--- src/rtl/feeder_pkg.sv ---
package feeder_pkg;

  typedef enum logic [1:0] {
    ST_IDLE   = 2'd0,
    ST_PREP   = 2'd1,
    ST_STREAM = 2'd2
  } feed_state_t;

  // Index that follows idx in a frame of len samples (natural order, wraps).
  function automatic int unsigned wrap_next(input int unsigned idx, input int unsigned len);
    return (idx + 1 >= len) ? 0 : idx + 1;
  endfunction

endpackage

--- src/rtl/feeder_seq.sv ---
module feeder_seq
  import feeder_pkg::*;
(
  input  logic        clk,
  input  logic        rst_n,
  input  logic        run,
  input  logic        snk_ready,
  input  logic        at_last,
  output logic        streaming,
  output logic        prefetch,
  output logic        xfer,
  output logic        load
);

  feed_state_t state, state_nx;

  assign streaming = (state == ST_STREAM);
  assign prefetch  = (state == ST_PREP) && run && snk_ready;
  assign xfer      = streaming && snk_ready;
  assign load      = prefetch || (xfer && (!at_last || run));

  always_comb begin
    state_nx = state;
    case (state)
      ST_IDLE:   if (run) state_nx = ST_PREP;
      ST_PREP:   if (!run) state_nx = ST_IDLE;
                 else if (snk_ready) state_nx = ST_STREAM;
      ST_STREAM: if (xfer && at_last && !run) state_nx = ST_IDLE;
      default:   state_nx = ST_IDLE;
    endcase
  end

  always_ff @(posedge clk or negedge rst_n) begin
    if (!rst_n) state <= ST_IDLE;
    else        state <= state_nx;
  end

  AST_PREP_WAITS_READY: assert property (@(posedge clk) disable iff (!rst_n)
    (state == ST_PREP && !snk_ready) |=> !streaming);
  AST_LOAD_NEEDS_READY: assert property (@(posedge clk) disable iff (!rst_n)
    load |-> snk_ready);
  AST_STOP_TO_IDLE: assert property (@(posedge clk) disable iff (!rst_n)
    (xfer && at_last && !run) |=> (state == ST_IDLE));

endmodule

--- src/rtl/feeder_beat_ctr.sv ---
module feeder_beat_ctr
  import feeder_pkg::*;
#(
  parameter int FRAME_LEN = 1024,
  parameter int ADDR_W    = $clog2(FRAME_LEN)
) (
  input  logic              clk,
  input  logic              rst_n,
  input  logic              clear,
  input  logic              step,
  input  logic              streaming,
  output logic [ADDR_W-1:0] beat,
  output logic [ADDR_W-1:0] fetch_addr,
  output logic              at_first,
  output logic              at_last
);

  localparam int unsigned LAST = FRAME_LEN - 1;

  logic [ADDR_W-1:0] beat_succ;

  assign beat_succ  = ADDR_W'(wrap_next(int'(beat), FRAME_LEN));
  assign fetch_addr = streaming ? beat_succ : '0;
  assign at_first   = (beat == '0);
  assign at_last    = (beat == ADDR_W'(LAST));

  always_ff @(posedge clk or negedge rst_n) begin
    if (!rst_n)     beat <= '0;
    else if (clear) beat <= '0;
    else if (step)  beat <= beat_succ;
  end

  AST_BEAT_HOLD: assert property (@(posedge clk) disable iff (!rst_n)
    (!clear && !step) |=> $stable(beat));
  AST_LAST_WRAPS: assert property (@(posedge clk) disable iff (!rst_n)
    (step && at_last) |=> at_first);

endmodule

--- src/rtl/feeder_marks.sv ---
module feeder_marks #(
  parameter int SAMPLE_W = 16
) (
  input  logic                clk,
  input  logic                rst_n,
  input  logic                streaming,
  input  logic                at_first,
  input  logic                at_last,
  input  logic [SAMPLE_W-1:0] mem_rdata,
  output logic                valid,
  output logic                sop,
  output logic                eop,
  output logic [SAMPLE_W-1:0] re,
  output logic [SAMPLE_W-1:0] im
);

  assign valid = streaming;
  assign sop   = streaming && at_first;
  assign eop   = streaming && at_last;
  assign re    = mem_rdata;
  assign im    = '0;

  AST_MARKS_NEED_VALID: assert property (@(posedge clk) disable iff (!rst_n)
    (sop || eop) |-> valid);

endmodule

--- src/rtl/fft_frame_feeder.sv ---
module fft_frame_feeder #(
  parameter int FRAME_LEN = 1024,
  parameter int SAMPLE_W  = 16,
  parameter int ADDR_W    = $clog2(FRAME_LEN)
) (
  input  logic                clk,
  input  logic                rst_n,
  input  logic                run,
  input  logic                snk_ready,
  input  logic [SAMPLE_W-1:0] mem_rdata,
  output logic                mem_rd,
  output logic [ADDR_W-1:0]   mem_addr,
  output logic                src_valid,
  output logic [SAMPLE_W-1:0] src_real,
  output logic [SAMPLE_W-1:0] src_imag,
  output logic                src_sop,
  output logic                src_eop
);

  logic              streaming, prefetch, xfer, load;
  logic              at_first, at_last;
  logic [ADDR_W-1:0] beat, fetch_addr;

  feeder_seq u_seq (
    .clk       (clk),
    .rst_n     (rst_n),
    .run       (run),
    .snk_ready (snk_ready),
    .at_last   (at_last),
    .streaming (streaming),
    .prefetch  (prefetch),
    .xfer      (xfer),
    .load      (load)
  );

  feeder_beat_ctr #(.FRAME_LEN(FRAME_LEN), .ADDR_W(ADDR_W)) u_ctr (
    .clk        (clk),
    .rst_n      (rst_n),
    .clear      (prefetch),
    .step       (xfer),
    .streaming  (streaming),
    .beat       (beat),
    .fetch_addr (fetch_addr),
    .at_first   (at_first),
    .at_last    (at_last)
  );

  feeder_marks #(.SAMPLE_W(SAMPLE_W)) u_marks (
    .clk       (clk),
    .rst_n     (rst_n),
    .streaming (streaming),
    .at_first  (at_first),
    .at_last   (at_last),
    .mem_rdata (mem_rdata),
    .valid     (src_valid),
    .sop       (src_sop),
    .eop       (src_eop),
    .re        (src_real),
    .im        (src_imag)
  );

  assign mem_rd   = load;
  assign mem_addr = fetch_addr;

  AST_STALL_NO_READ: assert property (@(posedge clk) disable iff (!rst_n)
    (src_valid && !snk_ready) |-> !mem_rd);
  AST_STALL_HOLD: assert property (@(posedge clk) disable iff (!rst_n)
    (src_valid && !snk_ready) |=> (src_valid && $stable(src_sop) && $stable(src_eop)
                                   && $stable(mem_addr)));
  AST_FIRST_FETCH_ZERO: assert property (@(posedge clk) disable iff (!rst_n)
    (mem_rd && !src_valid) |-> (mem_addr == '0));
  AST_BACK_TO_BACK: assert property (@(posedge clk) disable iff (!rst_n)
    (src_valid && snk_ready && src_eop && run) |=> (src_valid && src_sop));
  AST_STOP_DROPS_VALID: assert property (@(posedge clk) disable iff (!rst_n)
    (src_valid && snk_ready && src_eop && !run) |=> !src_valid);

endmodule

--- config.mk ---
export PLATFORM = sky130hd
export DESIGN_NAME = fft_frame_feeder
export DESIGN_NICKNAME = d
export VERILOG_FILES = /design/src/rtl/feeder_pkg.sv /design/src/rtl/feeder_seq.sv /design/src/rtl/feeder_beat_ctr.sv /design/src/rtl/feeder_marks.sv /design/src/rtl/fft_frame_feeder.sv
export SDC_FILE = /design/constraint.sdc
export NUM_CORES = 1
export LEC_CHECK = 0
export ABC_AREA = 1
export CORE_MARGIN = 10
export CORE_UTILIZATION = 37
export DETAILED_ROUTE_END_ITERATION = 7
export GPL_ROUTABILITY_DRIVEN = 0
export PLACE_DENSITY = 0.8
export SKIP_LAST_GASP = 1
export SLEW_MARGIN = 10
export SYNTH_ARGS = -nofsm -noshare
export SYNTH_HDL_FRONTEND = slang
export SYNTH_HIERARCHICAL = 1
export SYNTH_SLANG_ARGS = --single-unit
--- constraint.sdc ---
create_clock -name clk -period 1.8 [get_ports clk]
set_input_delay 0.18 -clock clk [delete_from_list [all_inputs] [get_ports clk]]
set_output_delay 0.18 -clock clk [all_outputs]
set_load 0.02 [all_outputs]
==> flow_summary_export.csv <==
group,metric,value,unit
run_status,status,"finished, violations left",
run_status,violations,"setup timing",
finish,fin_area,1450,µm²
floorplan,coreArea,2810,µm²
clock_network,clk_path_buf_depth,2,
sta,slew_headroom,62.4,%
clock_network,cts_max_level,1,
placed_design,place_area,1280,µm²
finish,layout_common_cells,"nand2_1 (35), buf_4 (24), inv_1 (17)",
grt,gr-usage-all-layers,9.63,%
detailed_routing,initialDrtViolationCount,35,
setup_path,path_max_fanout,5,
clock_network,clk_pin_slew_worst_paths,80,ps
setup_path,crit_buf_inv,2,
yosys,netlist_area,1100,µm²
yosys,yosysWarningCount,6,
power,power_frac_clock,13.8,%
power,switching_share,42.7,%
setup_path,critPathLaunchType,"flip-flop",
detailed_routing,first_pass_iters,4,
grt,grt-ovfl-total,0,
floorplan,floorplan.die_area,5570,µm²
detailed_routing,wl_per_cell,13.2,µm
yosys,ys_seq_area_share,27.2,%
setup_path,reg2reg_slack,440,ps
floorplan,num_rows,19,
setup_path,arrival,1640,ps
finish,layout_commonest_cell,"nand2_1",
setup_path,reg2reg_depth,7,
setup_path,cpMostUsedCell,"nand2_4",
sta,setup_viol,3,
detailed_routing,drcViolationCount,0,
yosys,synth_edf_count,0,
grt,grt_pass1_wl,4240,µm
detailed_routing,ant_nets,0,
grt,antenna_found_initial,0,
placed_design,port_buffers,17,
setup_path,r2r-end,"u_ctr/beat[9]",
yosys,yosysUniqueCellTypes,25,
power,power.leakage,0.786,nW
sta,fin_skew,3.59,ps
power,intPower,710,µW
clock_network,tritoncts,"yes",
yosys,syn-mean-instance-area,6.94,µm²
finish,nNetsFinal,208,
setup_path,cp.required,1620,ps
floorplan,ios,66,
finish,area_delta_synth_final,31.7,%
finish,final_cells,215,
setup_path,path_cells,"ha_4, nand2_4, nor2_4, nand3_4, buf_12, nand2_4, nor2_2, buf_6",
power,power.switching,528,µW
power,combPwrFrac,53.9,%
placed_design,dp.cells,210,
clock_network,cts_sinks,12,
sta,tightest_slew,562,ps
power,p_per_area,852,nW/µm²
yosys,ys_ff_latch,12,
finish,num_antenna_cells,0,
sta,final_max_slew_viol_count,0,
clock_network,cts_buffers,3,
floorplan,initial_core_util,39.3,%
yosys,synth_async_sr_flop_share,100,%
sta,worst_slack,-22.5,ps
detailed_routing,via_count,992,
sta,tns,-49.6,ps
clock_network,clock-root-buffer,"clkbuf_4",
power,ir_worst_vdd,0.000584,V
floorplan,fp.dieW,74.6,µm
sta,hold_violations,0,
clock_network,clock_latency,280,ps
setup_path,criticalPathCategory,"reg2out",
yosys,synth_top_flop_cell,"dfrtp_1",
clock_network,hold_buffers,0,
job,drv_cap,0,
sta,fmax,549,MHz
setup_path,cp_slowest_cell,"dfrtp_1",
finish,drive_gt1_share,39.1,%
hold_path,hp-class,"in2async",
grt,grt_max_degree,13,
grt,grt_pass1_vias,987,
setup_path,r2r_start,"u_ctr/beat[0]",
power,power_frac_seq,32.3,%
sta,rsz0062_at_grt,"yes",
setup_path,endpoint_kind,"output port",
yosys,synthCells,159,
sta,fin_crit_sh,101,%
setup_path,cpPeakStageDelay,440,ps
detailed_routing,routed_wl,2850,µm
placed_design,hpwl,1970,µm
floorplan,dieHeight,74.6,µm
detailed_routing,via_per_inst,4.61,
setup_path,crit_family,"flip-flops",
sta,timing.final.crit_period,1820,ps
final cells by class:
class                           instances  area (µm²)
Timing Repair Buffer                   40         349
Inverter                               24        92.6
Multi-Input combinational cell        105         649
Fill cell                             287        1350
Clock buffer                            3        22.5
Tap cell                               31        38.8
Sequential cell                        12         302
metal layers:
| layer | track usage, % | vias up | wire length, µm |
|---|---|---|---|
| met5 | 0 | - | 0 |
| met4 | 1.68 | 0 | 34 |
| met3 | 4.47 | 4 | 250 |
| met2 | 16.9 | 35 | 1440 |
| met1 | 10.5 | 462 | 1130 |
| li1 | - | 491 | - |
Yosys cell counts, types with 3 or more instances:
library cell / n / share of area, %
buf_4: 33 / 22
nand3_2: 3 / 2.7
nand3_1: 9 / 4.1
inv_1: 21 / 7.1
nand2_1: 41 / 14
nor2_1: 12 / 4.1
inv_2: 3 / 1.0
dfrtp_1: 12 / 27
power by group through the flow:
stage               registers [mW]  clock network [mW]  logic (mW)
finish                       0.400               0.171       0.667
global route                 0.409               0.185       0.728
CTS                          0.375               0.179       0.546
floorplan                    0.375                   0       0.374
global placement             0.375                   0       0.528
detailed placement           0.378                   0       0.532
worst max-delay path by stage:
stage	startpoint	end	slack, ps	cells past startpoint
3_5_place_dp	u_ctr/beat[1]	mem_rd	-180	9
6_report	u_ctr/beat[0]	mem_addr[7]	-20	8
4_1_cts	u_ctr/beat[1]	mem_rd	-190	9
2_1_floorplan	u_ctr/beat[0]	mem_rd	330	8
3_3_place_gp	u_ctr/beat[0]	mem_rd	-140	9
5_1_grt	u_ctr/beat[0]	mem_rd	-100	9
registers in the layout (all words and copies together), names as in the netlist:
name	flops
u_ctr/beat	10
u_seq/state	2
stage by stage:
step	hold slack (ps)	worst slack, ps	util [%]	power [mW]
2_1_floorplan	-116	328	-	0.749
3_3_place_gp	360	-141	45.6	0.903
3_5_place_dp	360	-182	45.6	0.909
4_1_cts	283	-192	45.8	1.10
5_1_grt	304	-99.4	51.8	1.32
6_report	259	-22.5	51.8	1.24
worst register-to-register path: cells and delay by family, from the launching register on:
kind          cells  cell delay, ps
fa+ha+maj         1             180
simple gates      5             480
buf+inv           1             180
flops             1             440
logic make-up after synthesis:
family / share of synthesized area (%)
and+or+nand+nor: 31.9
buffers and inverters: 30.6
DFF: 27.2
AOI/OAI and AO/OA: 4.54
xor gates and xnor gates: 3.18
adders and majority gates: 2.27
other: 0.340
what timing repair did:
item                                    in CTS  in global routing
buffers inserted                             0                  2
gates resized for setup                     52                 43
endpoints found under the setup margin      13                 12
pin swaps                                    3                 13
Note: power is estimated with default switching activity, not from simulation.
